--- src/rtl/lat_pkg.sv ---
package lat_pkg;
  localparam int SIZE_W = 2;
  typedef logic [SIZE_W-1:0] size_t;
endpackage

--- src/rtl/lat_overlap.sv ---
module lat_overlap #(
  parameter int ADDR_W = 16
) (
  input  logic [ADDR_W-1:0]      a_addr,
  input  lat_pkg::size_t         a_size,
  input  logic [ADDR_W-1:0]      b_addr,
  input  lat_pkg::size_t         b_size,
  output logic                   hit
);
  localparam int EXT_W = ADDR_W + 1;
  logic [EXT_W-1:0] a_lo, a_hi, b_lo, b_hi;

  always_comb begin
    a_lo = {1'b0, a_addr};
    b_lo = {1'b0, b_addr};
    a_hi = a_lo + (EXT_W'(1) << a_size) - EXT_W'(1);
    b_hi = b_lo + (EXT_W'(1) << b_size) - EXT_W'(1);
    hit  = (a_lo <= b_hi) && (b_lo <= a_hi);
  end
endmodule

--- src/rtl/lat_age.sv ---
module lat_age #(
  parameter int DEPTH = 8,
  localparam int IDX_W = $clog2(DEPTH)
) (
  input  logic             clk,
  input  logic             rst,
  input  logic             touch_valid,
  input  logic [IDX_W-1:0] touch_idx,
  output logic [IDX_W-1:0] oldest_idx
);
  // older_q[i][j] = 1 : entry i was last written before entry j
  logic [DEPTH-1:0] older_q [DEPTH];
  logic [DEPTH-1:0] cand;

  always_ff @(posedge clk) begin
    if (rst) begin
      for (int i = 0; i < DEPTH; i++) older_q[i] <= '0;
    end else if (touch_valid) begin
      for (int i = 0; i < DEPTH; i++) begin
        if (touch_idx == IDX_W'(i)) older_q[i] <= '0;
        else older_q[i][touch_idx] <= 1'b1;
      end
    end
  end

  always_comb begin
    oldest_idx = '0;
    for (int i = DEPTH - 1; i >= 0; i--) begin
      cand[i] = &(older_q[i] | (DEPTH'(1) << i));
      if (cand[i]) oldest_idx = IDX_W'(i);
    end
  end

  assert_single_oldest_R6: assert property (@(posedge clk) disable iff (rst)
    $onehot0(cand));
endmodule

--- src/rtl/spec_load_table.sv ---
module spec_load_table #(
  parameter int DEPTH  = 8,
  parameter int REG_W  = 7,
  parameter int ADDR_W = 16,
  localparam int IDX_W = $clog2(DEPTH)
) (
  input  logic                       clk,
  input  logic                       rst,
  input  logic                       ins_valid,
  input  logic [REG_W-1:0]           ins_reg,
  input  logic [ADDR_W-1:0]          ins_addr,
  input  logic [lat_pkg::SIZE_W-1:0] ins_size,
  input  logic                       snp_valid,
  input  logic [ADDR_W-1:0]          snp_addr,
  input  logic [lat_pkg::SIZE_W-1:0] snp_size,
  input  logic                       chk_valid,
  input  logic [REG_W-1:0]           chk_reg,
  input  logic                       chk_clear,
  output logic                       rsp_valid,
  output logic                       rsp_hit
);
  import lat_pkg::*;

  logic [DEPTH-1:0]  valid_q, valid_nx;
  logic [REG_W-1:0]  reg_q  [DEPTH];
  logic [ADDR_W-1:0] addr_q [DEPTH];
  size_t             size_q [DEPTH];

  logic [DEPTH-1:0]  chk_hit, ins_here, ovl;
  logic [ADDR_W-1:0] nx_addr [DEPTH];
  size_t             nx_size [DEPTH];

  logic              reuse_any, free_any;
  logic [IDX_W-1:0]  reuse_idx, free_idx, oldest_idx, ins_slot;

  // slot choice: same register, else lowest free, else oldest
  always_comb begin
    reuse_any = 1'b0; reuse_idx = '0;
    free_any  = 1'b0; free_idx  = '0;
    for (int i = DEPTH - 1; i >= 0; i--) begin
      if (valid_q[i] && reg_q[i] == ins_reg) begin
        reuse_any = 1'b1; reuse_idx = IDX_W'(i);
      end
      if (!valid_q[i]) begin
        free_any = 1'b1; free_idx = IDX_W'(i);
      end
    end
    ins_slot = reuse_any ? reuse_idx : (free_any ? free_idx : oldest_idx);
  end

  lat_age #(.DEPTH(DEPTH)) u_age (
    .clk(clk), .rst(rst), .touch_valid(ins_valid),
    .touch_idx(ins_slot), .oldest_idx(oldest_idx)
  );

  for (genvar g = 0; g < DEPTH; g++) begin : g_ent
    assign ins_here[g] = ins_valid && (ins_slot == IDX_W'(g));
    assign chk_hit[g]  = valid_q[g] && (reg_q[g] == chk_reg);
    assign nx_addr[g]  = ins_here[g] ? ins_addr : addr_q[g];
    assign nx_size[g]  = ins_here[g] ? ins_size : size_q[g];

    // snoop sees the table after this cycle's insert
    lat_overlap #(.ADDR_W(ADDR_W)) u_ovl (
      .a_addr(nx_addr[g]), .a_size(nx_size[g]),
      .b_addr(snp_addr),   .b_size(snp_size),
      .hit(ovl[g])
    );

    assign valid_nx[g] = (valid_q[g] | ins_here[g])
                       & ~(snp_valid & ovl[g])
                       & ~(chk_valid & chk_clear & chk_hit[g] & ~ins_here[g]);

    assert_snoop_kills_R4: assert property (@(posedge clk) disable iff (rst)
      snp_valid && ovl[g] |=> !valid_q[g]);
    assert_clear_on_hit_R8: assert property (@(posedge clk) disable iff (rst)
      chk_valid && chk_clear && chk_hit[g] && !ins_here[g] |=> !valid_q[g]);
  end

  always_ff @(posedge clk) begin
    if (rst) valid_q <= '0;
    else     valid_q <= valid_nx;
  end

  // payload: single write port, no reset
  always_ff @(posedge clk) begin
    if (ins_valid) begin
      reg_q[ins_slot]  <= ins_reg;
      addr_q[ins_slot] <= ins_addr;
      size_q[ins_slot] <= ins_size;
    end
  end

  always_ff @(posedge clk) begin
    if (rst) begin
      rsp_valid <= 1'b0;
      rsp_hit   <= 1'b0;
    end else begin
      rsp_valid <= chk_valid;
      rsp_hit   <= chk_valid && (|chk_hit);
    end
  end

  assert_reset_clears_R1: assert property (@(posedge clk)
    $past(rst) |-> (valid_q == '0) && !rsp_valid && !rsp_hit);
  assert_rsp_follows_chk_R2: assert property (@(posedge clk) disable iff (rst)
    chk_valid |=> rsp_valid);
  assert_rsp_idle_R2: assert property (@(posedge clk) disable iff (rst)
    !chk_valid |=> !rsp_valid && !rsp_hit);
  assert_insert_lands_R3: assert property (@(posedge clk) disable iff (rst)
    ins_valid && !snp_valid |=>
      valid_q[$past(ins_slot)] && (reg_q[$past(ins_slot)] == $past(ins_reg)));
  assert_one_entry_per_reg_R5: assert property (@(posedge clk) disable iff (rst)
    $onehot0(chk_hit));
endmodule

--- config.mk ---
export PLATFORM = sky130hd
export DESIGN_NAME = spec_load_table
export DESIGN_NICKNAME = d
export VERILOG_FILES = /design/src/rtl/lat_pkg.sv /design/src/rtl/lat_overlap.sv /design/src/rtl/lat_age.sv /design/src/rtl/spec_load_table.sv
export SDC_FILE = /design/constraint.sdc
export NUM_CORES = 1
export LEC_CHECK = 0
export ABC_AREA = 1
export BUFFER_PORTS_ARGS = -buffer_cell sky130_fd_sc_hd__buf_2
export CAP_MARGIN = 20
export CORE_MARGIN = 2
export CORE_UTILIZATION = 25
export CTS_CLUSTER_DIAMETER = 50
export DETAILED_ROUTE_END_ITERATION = 8
export SLEW_MARGIN = 40
export SYNTH_ARGS = -nofsm -noshare
export SYNTH_HDL_FRONTEND = slang
export SYNTH_SLANG_ARGS = --single-unit
--- constraint.sdc ---
create_clock -name clk -period 13.9 [get_ports clk]
set_clock_uncertainty 0.2 [all_clocks]
set_input_delay 4.17 -clock clk [delete_from_list [all_inputs] [get_ports clk]]
set_output_delay 4.17 -clock clk [all_outputs]
set_load 0.02 [all_outputs]
==> After elaboration in Yosys (flattened, before gate mapping) <==
Memories as Yosys holds them, arrays and structs flattened.
Index checks and enable logic that the tools add are counted.
W data, S select, Z words.
{ "word_totals": {"regBits": 10, "ramBits": 264, "in_bits": 56, "output_inout_bits": 2, "wordCells": 464, "mem_count": 4} }
{ "mem_list": {"columns": ["memory", "words", "word_bits", "read_ports", "rd_clocked_by_memory_dff", "write_ports", "line", "text"], "rows": [
  ["addr_q", 8, 16, 8, 0, 1, "spec_load_table.sv:26", "logic [ADDR_W-1:0] addr_q [DEPTH];"],
  ["u_age.older_q", 8, 8, 8, 0, 8, "lat_age.sv:12", "logic [DEPTH-1:0] older_q [DEPTH];"],
  ["reg_q", 8, 7, 8, 0, 1, "spec_load_table.sv:25", "logic [REG_W-1:0] reg_q [DEPTH];"],
  ["size_q", 8, 2, 8, 0, 1, "spec_load_table.sv:27", "size_t size_q [DEPTH];"]
]} }
{ "classes": {"n_addsub": 18, "order_cmp": 18, "n_eq_ne": 23, "shifts": 9, "muxes": 200, "n_bitwise": 145, "n_reduce_logical": 44} }
{ "op_table": {"columns": ["cell", "n"], "rows": [
  ["$le A16 B17 Y1", 16],
  ["$add A16 B17 Y17", 9],
  ["$shl A1 B2 Y17 const A", 9],
  ["$sub A17 B1 Y17 const B", 9],
  ["$mux W1", 141],
  ["$mux W16", 8],
  ["$mux W8", 16],
  ["$eq A7 B7 Y1", 16],
  ["$or A1 B1 Y1", 80],
  ["$mux W3", 26],
  ["$reduce_and A7 Y1", 8],
  ["$and A1 B1 Y1", 41],
  ["$logic_and A1 B1 Y1", 34],
  ["$not A1 Y1", 24],
  ["$mux W2", 8],
  ["$eq A3 B3 Y1 const B", 4],
  ["$reduce_or A8 Y1", 1],
  ["$eq A3 B2 Y1 const B", 2],
  ["$lt A3 B4 Y1 const B", 1],
  ["$demux W1 S3", 1],
  ["$eq A3 B1 Y1 const B", 1],
  ["$ge A3 B1 Y1 const B", 1],
  ["$logic_not A3 Y1", 1]
]} }

==> Longest topological paths before layout <==
An unclocked memory read counts as a cell.
{ "depth": {"depth_word": 24, "ltp_mapped": 49, "mapped_depth_nobuf": 47} }

==> Cells and area by module <==
A second synthesis with hierarchy kept.
{ "unflattened": {"hier_cells": 4583, "area_unflattened_um2": 33265.7} }
{ "by_module_without_submodules": {"columns": ["module", "instances", "cells_per_inst", "area_each_um2", "seq_area_each_um2"], "rows": [
  ["spec_load_table", 1, 1191, 10915.5, 6206.0],
  ["lat_overlap (g_ent[3].u_ovl ...)", 3, 395, 2462.4, 0.0],
  ["lat_overlap (g_ent[1].u_ovl ...)", 2, 391, 2468.6, 0.0],
  ["lat_age", 1, 269, 2642.5, 1681.6],
  ["lat_overlap (g_ent[7].u_ovl)", 1, 396, 2499.9, 0.0],
  ["lat_overlap (g_ent[0].u_ovl)", 1, 391, 2464.9, 0.0],
  ["lat_overlap (g_ent[6].u_ovl)", 1, 369, 2418.6, 0.0]
]} }

==> Worst setup path before layout <==
No wires, ideal clock.
{ "synth_path": {"kind": "input to register", "startpoint": "input port ins_reg[2]", "endpoint": "register valid_q[5]", "setup_time_ps": 118, "t_arrival_ps": 9169, "required_time_ps": 13582, "setup_slack_ps": 4413, "stages": 40, "path_buffers": 3, "path_cell_list": "buf_4 > inv_2 > nor2_1 > nor3b_1 > nand3_2 > nand2_1 > inv_1 > nand2_2 > nand2_2 > nand2_4 > nand4_4 > inv_2 > buf_6 > buf_6 > nand2_1 > o21ai_2 > inv_2 > ha_1 > [4 not listed] > o21ai_0 > nand4_1 > o211ai_1 > a21oi_1 > o21ai_0 > nand2_1 > nand2_1 > a21oi_1 > o21ai_0 > xor2_1 > ha_1 > nand2_1 > nor4_1 > nand2_1 > nor2_1 > nor2_1 > nand3_1 > a21oi_2"} }
{ "synth_between": {"elab_chain_len": 23, "word_cells_on_any_way": 51, "classes_between": "add/sub: 2; order compare: 2; eq/ne: 9; shift: 1; mux: 19; bitwise: 8; reduce/logical: 10"} }
{ "synth_rtl": {"columns": ["item", "line", "text"], "rows": [
  ["start: declaration", "spec_load_table.sv:10", "input logic [REG_W-1:0] ins_reg,"],
  ["$eq A7 B7 Y1", "spec_load_table.sv:41", "if (valid_q[i] && reg_q[i] == ins_reg) begin"],
  ["$logic_and A1 B1 Y1", "spec_load_table.sv:41", null],
  ["$mux W3 / $mux W1 (equally long branches) (8 in series)", "spec_load_table.sv:41", null],
  ["$mux W3 *", "spec_load_table.sv:48", "ins_slot = reuse_any ? reuse_idx : (free_any ? free_idx : oldest_idx);"],
  ["$eq A3 B3 Y1 *", "spec_load_table.sv:57", "assign ins_here[g] = ins_valid && (ins_slot == IDX_W'(g));"],
  ["$logic_and A1 B1 Y1 *", "spec_load_table.sv:57", null],
  ["$mux W2", "spec_load_table.sv:60", "assign nx_size[g] = ins_here[g] ? ins_size : size_q[g];"],
  ["$shl A1 B2 Y17", "lat_overlap.sv:16", "a_hi = a_lo + (EXT_W'(1) << a_size) - EXT_W'(1);"],
  ["$add A16 B17 Y17", "lat_overlap.sv:16", null],
  ["$sub A17 B1 Y17", "lat_overlap.sv:16", null],
  ["$le A16 B17 Y1", "lat_overlap.sv:18", "hit = (a_lo <= b_hi) && (b_lo <= a_hi);"],
  ["$logic_and A1 B1 Y1", "lat_overlap.sv:18", null],
  ["$and A1 B1 Y1", "spec_load_table.sv:70", "& ~(snp_valid & ovl[g])"],
  ["$not A1 Y1", "spec_load_table.sv:70", null],
  ["$and A1 B1 Y1", "spec_load_table.sv:70", null],
  ["$and A1 B1 Y1 *", "spec_load_table.sv:71", "& ~(chk_valid & chk_clear & chk_hit[g] & ~ins_here[g]);"],
  ["end signal: assignment", "spec_load_table.sv:81", "else valid_q <= valid_nx;"],
  ["end: declaration", "spec_load_table.sv:24", "logic [DEPTH-1:0] valid_q, valid_nx;"]
]} }
Mark *: on every way between the ends. The rest lies on a longest branch, timed or not.
A chain may end at the register's enable or synchronous reset.

==> Final worst setup path <==
{ "layout_path": {"startpoint": "input port ins_reg[6]", "endpoint": "register valid_q[5]"} }
The elaborated chain is that of the path after synthesis.

==> results.yml <==
route:
  dr.pass1.iters: 8
  avgRoutedWirePerCell_um: 17.30
  num_vias: 21830
  wirelength_mm: 81.04
  drc: 0
  ant_nets: 0
  drtIter0Drc: 1716
  via_per_inst: 4.660
global_route:
  overflow: 0
  antenna_found_initial: 6
  grt_pass1_vias: 20450
  grt_usage: 0.1498
  grt_pass1_wl_mm: 124.1
  grt_start_max_net_pins: 66
floorplanning:
  die_area_um2: 107700
  initial_core_util: 0.2530
  ios: 58
  fp.dieH_um: 328.1
  row_count: 118
  fp.coreArea_um2: 103800
  die_x_um: 328.1
sta:
  slew_violations: 0
  tns_ns: 0
  finalSetupViolCount: 0
  rsz0062_at_grt: "false"
  fmax_ghz: 0.09373
  hold_violations: 0
  worst_slew_pin_slew_ns: 0.8207
  max-slew-margin-rel: 0.4515
  fin_crit_ns: 10.67
  timing.hold.ws_ns: 0.4936
  finalCritPeriodShare: 0.7675
cells_and_area:
  final_common_cell: "nand2_1"
  layout_common_cells: "nand2_1 (660), ha_1 (427), inv_1 (402)"
  syn_to_final_growth_pct: 11.73
  utilization: 0.2827
  n_fill_cell: 11070
  fin_nets: 3764
  drive_gt1_frac: 0.1393
setup_path:
  cpMostUsedCell: "nand2_1"
  crit_type: "in2reg"
  crit_path_end_kind: "register"
  cp-start-kind: "input pin"
  max_stage_delay_ns: 0.62
  crit_fanout: 41
  worstPathArrival_ns: 10.90
  worstPathRequired_ns: 14.13
  crit_path_top_delay_cell: "buf_4"
logic_synthesis:
  async_flop_share: 0
  synthCells: 3214
  yosysTopAreaCellShare: 0.2927
  synth_nets: 3706
  synth_edf_count: 256
  seq_area_frac_synth: 0.3003
  ys.flop_type: "edfxtp_1"
  netlist_area_um2: 26260
  syn_avg_cell_area_um2: 8.171
  synth_seq_cells: 266
  synth_warnings: 0
  synth_cell_types: 67
  synth_area_leaders: "edfxtp_1 (29%), ha_1 (20%), nand2_1 (9.4%)"
  synth_top_area_cell: "edfxtp_1"
clocking:
  cts_made_buffers: 41
  ctsResizeCount: 0
  tritoncts: "done"
  clock-root-buffer: "clkbuf_16"
  clk_latency_ns: 0.60
  cts_max_path_buffers: 3
  cts.htree.levels: 2
  cts_sinks: 266
  clk_pin_slew_ns: 0.05
  postCtsHoldBufs: 0
  postCtsSetupBuffers: 0
power:
  leakage_nw: 13.32
  p_seq_frac: 0.309
  p_comb_frac: 0.342
  total_power_mw: 3.016
  ir_worst_vdd_mv: 0.1005
  p_sw_mw: 1.107
  p_sw_frac: 0.3672
  p_int_mw: 1.908
  power_frac_clock: 0.349
  p_per_area_nw_per_um2: 102.8
status:
  status: "completed"
place:
  place_congestion: 0.9371
  dp_hpwl_mm: 63.65
  io_buffers: 57
hold_path:
  hold_class: "reg2reg"
job:
  maxCapViolCount: 0
## area by class of cell
type                            instances  area (µm²)  area share
Antenna cell                            2       5.005   0.0001706
Clock buffer                           46        1066     0.03633
Clock inverter                         28       296.5     0.01011
Inverter                              542        2054     0.07002
Multi-Input combinational cell       2340       15840      0.5399
Sequential cell                       266        7888      0.2688
Tap cell                             1380        1727     0.05884
Timing Repair Buffer                   81       465.4     0.01586
## state kept, by name (all words and copies together), names as in the netlist
| register | count |
|---|---|
| u_age.older_q | 56 |
| reg_q | 56 |
| rsp_hit | 1 |
| rsp_valid | 1 |
| valid_q | 8 |
| addr_q | 128 |
| size_q | 16 |
## power by group through the flow
| stage | clock network [mW] | registers, mW | logic, mW |
|---|---|---|---|
| final | 1.05 | 0.932 | 1.03 |
| after CTS | 1.08 | 0.931 | 1.02 |
| after global placement | 0 | 0.947 | 1.00 |
| after detailed placement | 0 | 0.947 | 1.02 |
| after global routing | 1.10 | 0.934 | 1.18 |
| after floorplan | 0 | 0.940 | 0.723 |
## synth_stat cells (all sizes together), types with 41 or more instances
| master | count |
|---|---|
| nand2 | 685 |
| inv | 540 |
| ha | 427 |
| edfxtp | 256 |
| a21oi | 241 |
| o21ai | 228 |
| nor2 | 213 |
| xor2 | 109 |
| nand3 | 89 |
| buf | 48 |
| xnor2 | 46 |
| nand4 | 45 |
| nor3 | 41 |
## per-layer routing
layer / track usage / up-vias / routed length [µm]
met2: 0.2430 / 580 / 35930
met1: 0.2040 / 10100 / 37630
met4: 0.05864 / 6 / 3328
met5: 0 / - / 35
li1: - / 11030 / -
met3: 0.01546 / 119 / 4110
## final timing paths
kind / cells past startpoint / slack, ns / to / from
max: 42 / 3.23 / valid_q[5] / ins_reg[6]
min: 5 / 0.49 / valid_q[5] / addr_q[5][15]
max reg2reg: 37 / 6.50 / valid_q[5] / valid_q[5]
min reg2reg: 5 / 0.49 / valid_q[5] / addr_q[5][15]
## kinds of logic after synthesis
group                      share of synthesized area
xor gates and xnor gates                     0.05169
and+or+nand+nor                               0.1893
buffers and inverters                        0.09709
DFF                                           0.3003
AOI/OAI and AO/OA                             0.1513
adders and majority gates                     0.2103
## through the flow
stage / cell area [µm²] / worst slack (ns) / instances
finish: 29340 / 3.232 / 4685
global route: 29340 / 2.476 / 4683
global placement: 27960 / 2.761 / 4609
detailed placement: 27970 / 2.676 / 4609
floorplan: 26260 / 4.413 / 3214
CTS: 29330 / 3.284 / 4683
## worst max-delay path: cells and delay by family
kind | cells | cell delay (ns)
adders and majority gates | 2 | 0.66
AOI/OAI and AO/OA | 6 | 1.16
buffers and inverters | 6 | 1.75
xor gates and xnor gates | 1 | 0.07
and+or+nand+nor | 27 | 3.03
Power figures use the tool's default switching activity.
